==> src/rtl/bsf_pkg.sv <==
package bsf_pkg;

    localparam int BYTE_W = 8;

    typedef enum logic {
        ORD_INTERLEAVED = 1'b0,
        ORD_LINEAR      = 1'b1
    } burst_order_e;

    // Per-cycle decoded access control
    typedef struct packed {
        logic load;        // a base address is taken this cycle
        logic read_start;  // primary-started cycle: writes suppressed
        logic sel_next;    // selection state in effect for this access
    } access_ctl_t;

    function automatic logic [1:0] beat_offset(
        input logic [1:0]   base,
        input logic [1:0]   beat,
        input burst_order_e ord
    );
        logic [1:0] sum;
        sum = base + beat;
        return (ord == ORD_LINEAR) ? sum : (base ^ beat);
    endfunction

endpackage

==> src/rtl/bsf_burst_ctr.sv <==
module bsf_burst_ctr
    import bsf_pkg::*;
#(
    parameter int AW = 6
) (
    input  logic          clk,
    input  logic          rst,
    input  logic          load,
    input  logic          adv,
    input  burst_order_e  ord,
    input  logic [AW-1:0] addr_in,
    output logic [AW-1:0] addr_out
);
    localparam int HI_W = AW - 2;

    logic [HI_W-1:0] hi_q;
    logic [1:0]      base_q;
    logic [1:0]      beat_q;

    always_ff @(posedge clk) begin
        if (rst) begin
            hi_q   <= '0;
            base_q <= '0;
            beat_q <= '0;
        end else if (load) begin
            hi_q   <= addr_in[AW-1:2];
            base_q <= addr_in[1:0];
            beat_q <= '0;
        end else if (adv) begin
            beat_q <= beat_q + 2'd1;
        end
    end

    assign addr_out = {hi_q, beat_offset(base_q, beat_q, ord)};

    a_r2_load_takes_base: assert property (@(posedge clk) disable iff (rst)
        (!$past(rst) && $past(load)) |-> (addr_out == $past(addr_in)));

    a_r4_hold_without_step: assert property (@(posedge clk) disable iff (rst)
        (!$past(rst) && $past(!load && !adv) && $stable(ord)) |-> $stable(addr_out));

    a_r7_upper_bits_kept: assert property (@(posedge clk) disable iff (rst)
        (!$past(rst) && $past(adv && !load)) |-> (addr_out[AW-1:2] == $past(addr_out[AW-1:2])));

endmodule

==> src/rtl/bsf_wmask.sv <==
module bsf_wmask #(
    parameter int NB = 4
) (
    input  logic          enable,
    input  logic          glob,
    input  logic          byte_wr,
    input  logic [NB-1:0] byte_sel,
    output logic [NB-1:0] mask
);
    for (genvar i = 0; i < NB; i++) begin : g_lane
        assign mask[i] = enable & (glob | (byte_wr & byte_sel[i]));
    end
endmodule

==> src/rtl/bsf_array.sv <==
module bsf_array
    import bsf_pkg::*;
#(
    parameter int AW = 6,
    parameter int NB = 4
) (
    input  logic                 clk,
    input  logic [AW-1:0]        addr,
    input  logic [NB-1:0]        wmask,
    input  logic [NB*BYTE_W-1:0] wdata,
    output logic [NB*BYTE_W-1:0] rdata
);
    localparam int DEPTH = 1 << AW;

    logic [NB*BYTE_W-1:0] mem [DEPTH];

    for (genvar i = 0; i < NB; i++) begin : g_lane
        always_ff @(posedge clk) begin
            if (wmask[i])
                mem[addr][i*BYTE_W +: BYTE_W] <= wdata[i*BYTE_W +: BYTE_W];
        end
    end

    assign rdata = mem[addr];
endmodule

==> src/rtl/burst_sram_front.sv <==
module burst_sram_front
    import bsf_pkg::*;
#(
    parameter int AW = 6,
    parameter int NB = 4
) (
    input  logic                 clk,
    input  logic                 rst,
    input  logic                 chip_en,
    input  logic                 start_p,
    input  logic                 start_c,
    input  logic                 step_en,
    input  logic [AW-1:0]        addr_in,
    input  logic [NB-1:0]        byte_sel,
    input  logic                 byte_wr,
    input  logic                 glob_wr,
    input  logic [NB*BYTE_W-1:0] wdata,
    input  logic                 lin_order,
    output logic [AW-1:0]        addr_out,
    output logic [NB-1:0]        wmask_out,
    output logic [NB*BYTE_W-1:0] rdata
);
    localparam int DW = NB * BYTE_W;

    access_ctl_t          ctl;
    logic                 sel_q;
    logic [NB-1:0]        mask_d;
    logic [NB-1:0]        wmask_q;
    logic [DW-1:0]        wdata_q;
    burst_order_e         ord;

    assign ord = burst_order_e'(lin_order);

    always_comb begin
        ctl.read_start = start_p & chip_en;
        ctl.load       = ctl.read_start | start_c;
        ctl.sel_next   = ctl.load ? chip_en : sel_q;
    end

    bsf_burst_ctr #(.AW(AW)) u_ctr (
        .clk      (clk),
        .rst      (rst),
        .load     (ctl.load),
        .adv      (step_en),
        .ord      (ord),
        .addr_in  (addr_in),
        .addr_out (addr_out)
    );

    bsf_wmask #(.NB(NB)) u_mask (
        .enable   (ctl.sel_next & ~ctl.read_start),
        .glob     (glob_wr),
        .byte_wr  (byte_wr),
        .byte_sel (byte_sel),
        .mask     (mask_d)
    );

    always_ff @(posedge clk) begin
        if (rst) begin
            sel_q   <= 1'b0;
            wmask_q <= '0;
            wdata_q <= '0;
        end else begin
            sel_q   <= ctl.sel_next;
            wmask_q <= mask_d;
            wdata_q <= wdata;
        end
    end

    // Registered access is committed at the following edge
    bsf_array #(.AW(AW), .NB(NB)) u_array (
        .clk   (clk),
        .addr  (addr_out),
        .wmask (wmask_q),
        .wdata (wdata_q),
        .rdata (rdata)
    );

    assign wmask_out = wmask_q;

    a_r3_primary_start_reads: assert property (@(posedge clk) disable iff (rst)
        (!$past(rst) && $past(start_p && chip_en)) |-> (wmask_out == '0));

    a_r9_global_fills_mask: assert property (@(posedge clk) disable iff (rst)
        (!$past(rst) && $past(glob_wr && start_c && chip_en && !start_p)) |-> (wmask_out == '1));

    a_r10_deselect_blocks: assert property (@(posedge clk) disable iff (rst)
        (!$past(rst) && $past(start_c && !chip_en)) |-> (wmask_out == '0));

    a_r8_mask_within_select: assert property (@(posedge clk) disable iff (rst)
        (!$past(rst) && $past(!glob_wr)) |-> ((wmask_out & ~$past(byte_sel)) == '0));

endmodule

==> config.mk <==
export PLATFORM = sky130hd
export DESIGN_NAME = burst_sram_front
export DESIGN_NICKNAME = d
export VERILOG_FILES = /design/src/rtl/bsf_pkg.sv /design/src/rtl/bsf_burst_ctr.sv /design/src/rtl/bsf_wmask.sv /design/src/rtl/bsf_array.sv /design/src/rtl/burst_sram_front.sv
export SDC_FILE = /design/constraint.sdc
export NUM_CORES = 2
export LEC_CHECK = 0
export CAP_MARGIN = 10
export CORE_AREA = 3 3 540 328
export DETAILED_ROUTE_END_ITERATION = 10
export DIE_AREA = 0 0 543 331
export DONT_BUFFER_PORTS = 1
export PLACE_DENSITY = 0.64
export SYNTH_ARGS = -nofsm -noshare
export SYNTH_HDL_FRONTEND = slang
export SYNTH_SLANG_ARGS = --single-unit
==> constraint.sdc <==
create_clock -name clk -period 7.4 [get_ports clk]
set_input_delay 0.74 -clock clk [delete_from_list [all_inputs] [get_ports clk]]
set_output_delay 0.74 -clock clk [all_outputs]
set_load 0.01 [all_outputs]
==> results.py <==
metrics = {
    "outcome": {
        "outcome": "completed",
    },
    "synthesis": {
        "synth_cell_types": 51,
        "synth_top_area_frac": 0.743,
        "yosys_warnings": 0,
        "yosysTopAreaCell": "edfxtp_1",
        "async_flop_share": 0,
        "synth_area_per_cell_um2": 17.0,
        "synth_ff_type": "edfxtp_1",
        "yosysSeqAreaShare": 0.754,
        "ys_ff_latch": 2093,
        "synth_most_common_cell": "edfxtp_1",
        "synth_commonest_cells": "edfxtp_1, nor2_1, nand2_1",
        "synth_area_um2": 82700,
        "synth_area_leaders": "edfxtp_1, mux4_2, mux2i_1",
        "synth_edf_count": 2048,
        "syn-instance-count": 4855,
        "syn_nets": 4907,
    },
    "placement": {
        "port_buffers": 0,
        "place_hpwl_um": 145000,
        "gp_congestion": 0.852,
    },
    "global_routing": {
        "grt_pass1_wl_um": 339000,
        "grt_pass1_vias": 44600,
        "track_usage": 0.264,
        "grt-ovfl-total": 0,
        "grt_max_degree": 154,
        "antenna_found_initial": 13,
    },
    "job": {
        "maxCapViolCount": 0,
    },
    "timing": {
        "hold_viol_final": 0,
        "fin_crit_ps": 6570,
        "min_period_over_period": 0.888,
        "fin_skew_ps": 39.2,
        "grt_setup_unrepaired": "no",
        "timing.fmax_mhz": 152,
        "setup_violations": 0,
        "worst_slew_pin_slew_ps": 1220,
        "relSlewSlack": 0.184,
        "fin_setup_tns_ps": 0,
        "slew_viol_final": 0,
    },
    "route": {
        "antenna_left": 0,
        "routedWlPerCell_um": 33.0,
        "first_iter_violations": 8227,
        "viasPerCell": 6.57,
        "dr.pass1.iters": 9,
        "drc_errors": 0,
        "routed_wl_um": 240000,
        "vias": 47800,
    },
    "die": {
        "coreArea_um2": 172000,
        "io_pins": 93,
        "start_util": 0.481,
        "die-area_um2": 180000,
        "num_rows": 118,
        "fp.dieH_um": 331,
        "die_w_um": 543,
    },
    "power": {
        "vdd_drop_max_uv": 248,
        "p_per_area_nw_per_um2": 269,
        "p_leak_nw": 29.5,
    },
    "setup_path": {
        "r2r-start": "u_ctr.beat_q[0]",
        "end_kind": "primary output",
        "r2r-end": "u_array.mem[12][7]",
        "worstSetupPathType": "reg2out",
        "critPathLaunchType": "register",
        "worst-r2r-cell-count": 9,
        "cp_max_fo": 52,
        "rrSetupSlack_ps": 2370,
        "required_ps": 6660,
        "critPathArrivalTime_ps": 5830,
    },
    "hold_path": {
        "hold_depth": 1,
        "hold_path.class": "in2reg",
        "hp-start": "wdata[21]",
        "hold_end": "wdata_q[21]",
    },
    "clocking": {
        "root_buffer": "clkbuf_16",
        "clk_path_buf_depth": 4,
        "clk_latency_ps": 850,
        "clk_pin_slew_ps": 70,
        "clock_sinks": 2093,
        "cts-htree-levels": 4,
        "cts_setup_buffers": 0,
        "numCtsBuffers": 192,
        "cts_tree": "built",
    },
    "final_layout": {
        "area_growth_syn_to_layout_pct": 10.7,
        "seqCellArea_um2": 62400,
        "utilization": 0.532,
        "multiInputGateArea_um2": 19000,
        "nets": 4896,
        "drive_gt1_frac": 0.155,
        "n_fill_cell": 13400,
    },
}
==> power by group <==
group / internal (W) / leakage [nW] / switching, W
logic: 0.000530 / 6.85 / 0.00131
registers: 0.0130 / 19.7 / 0.0000266
clock network: 0.00548 / 2.94 / 0.00431
==> state kept, by name, summed over array words and instances, names as in the netlist <==
signal / cells
sel_q: 1
wmask_out: 4
u_array.mem: 2048
u_ctr.base_q: 2
u_ctr.beat_q: 2
u_ctr.hi_q: 4
wdata_q: 32
==> layout by cell type (no fill, tap or decap), types with 4 or more instances in the layout <==
cell type	instances
a2111oi_0	21
clkinv_2	30
mux2i_1	166
a31oi_1	142
nor3_1	12
clkbuf_1	41
nand2_1	333
a22o_1	15
nand2b_1	6
a221oi_1	14
clkinv_1	36
nor2_2	11
nor3_2	4
clkbuf_8	6
and2_1	4
bufinv_16	18
a22oi_1	80
o2111a_1	13
buf_4	129
buf_12	10
clkbuf_16	194
mux4_2	297
nor2_1	325
and3_1	196
nand4_1	82
o211ai_1	128
nor2_4	6
dfxtp_2	34
a221o_1	12
inv_6	4
a21oi_1	85
nor4_1	16
edfxtp_1	2048
o21ai_0	239
nor2b_1	50
diode_2	8
dfxtp_1	10
nand3_1	113
==> critical path: stages, from the launching register on <==
cell and delay (ps):
dfxtp_1 360, ha_4 550, buf_4 710, buf_4 730
mux4_2 590, o21ai_0 200, a31oi_1 80, a2111oi_0 930
nand4_1 750
==> stage by stage <==
step	worst slack (ps)	std cells	instance area (um^2)	hold WS (ps)	power [W]
floorplan	3750	4855	82700	428	0.0143
global placement	1950	6923	85500	440	0.0151
detailed placement	1940	6923	85500	442	0.0151
CTS	1030	7260	91500	0.0948	0.0247
global route	741	7265	91600	13.9	0.0253
finish	829	7271	91600	33.0	0.0247
==> cells by family (layout without fill, tap and decap cells) <==
family          Yosys count  after routing  synth area share
other cells               0              8                 0
compound gates          767            767            0.0596
buf+inv                 352            480            0.0179
simple gates           1173           1173            0.0663
xor+xnor                  5              5          0.000847
flops                  2093           2093             0.754
fa+ha+maj                 1              1          0.000151
mux                     464            464             0.101
==> how the worst max path moves through the flow <==
stage | depth (start not counted) | startpoint | slack [ps] | to
detailed placement | 8 | u_ctr.beat_q[0] | 1940 | rdata[19]
floorplan | 9 | u_ctr.beat_q[0] | 3750 | rdata[1]
global route | 8 | u_ctr.beat_q[0] | 740 | rdata[18]
global placement | 8 | u_ctr.beat_q[0] | 1950 | rdata[18]
finish | 8 | u_ctr.beat_q[0] | 830 | rdata[19]
CTS | 8 | u_ctr.beat_q[0] | 1030 | rdata[19]
==> per-layer routing <==
layer  global-route usage  vias up  wire length (um)
li1                     -    19400                 -
met1                0.413    24600            101000
met2                0.357     3349             99200
met3               0.0824      361             33700
met4               0.0639        2              5940
met5              0.00636        -               169
==> final cells by class <==
class,count,share of cell area
Sequential cell,2093,0.682
Multi-Input combinational cell,2410,0.208
Clock buffer,241,0.0556
Tap cell,2280,0.0311
Timing Repair Buffer,143,0.0131
Clock inverter,92,0.00986
Inverter,4,0.000410
Antenna cell,8,0.000219
==> timing repair <==
item | CTS | global route
resized for setup | 0 | 0
endpoints found under the setup margin | 0 | 0
hold buffers | 4 | 0
hold endpoints to repair | 31 | 0
Power figures use the tool's default switching activity.
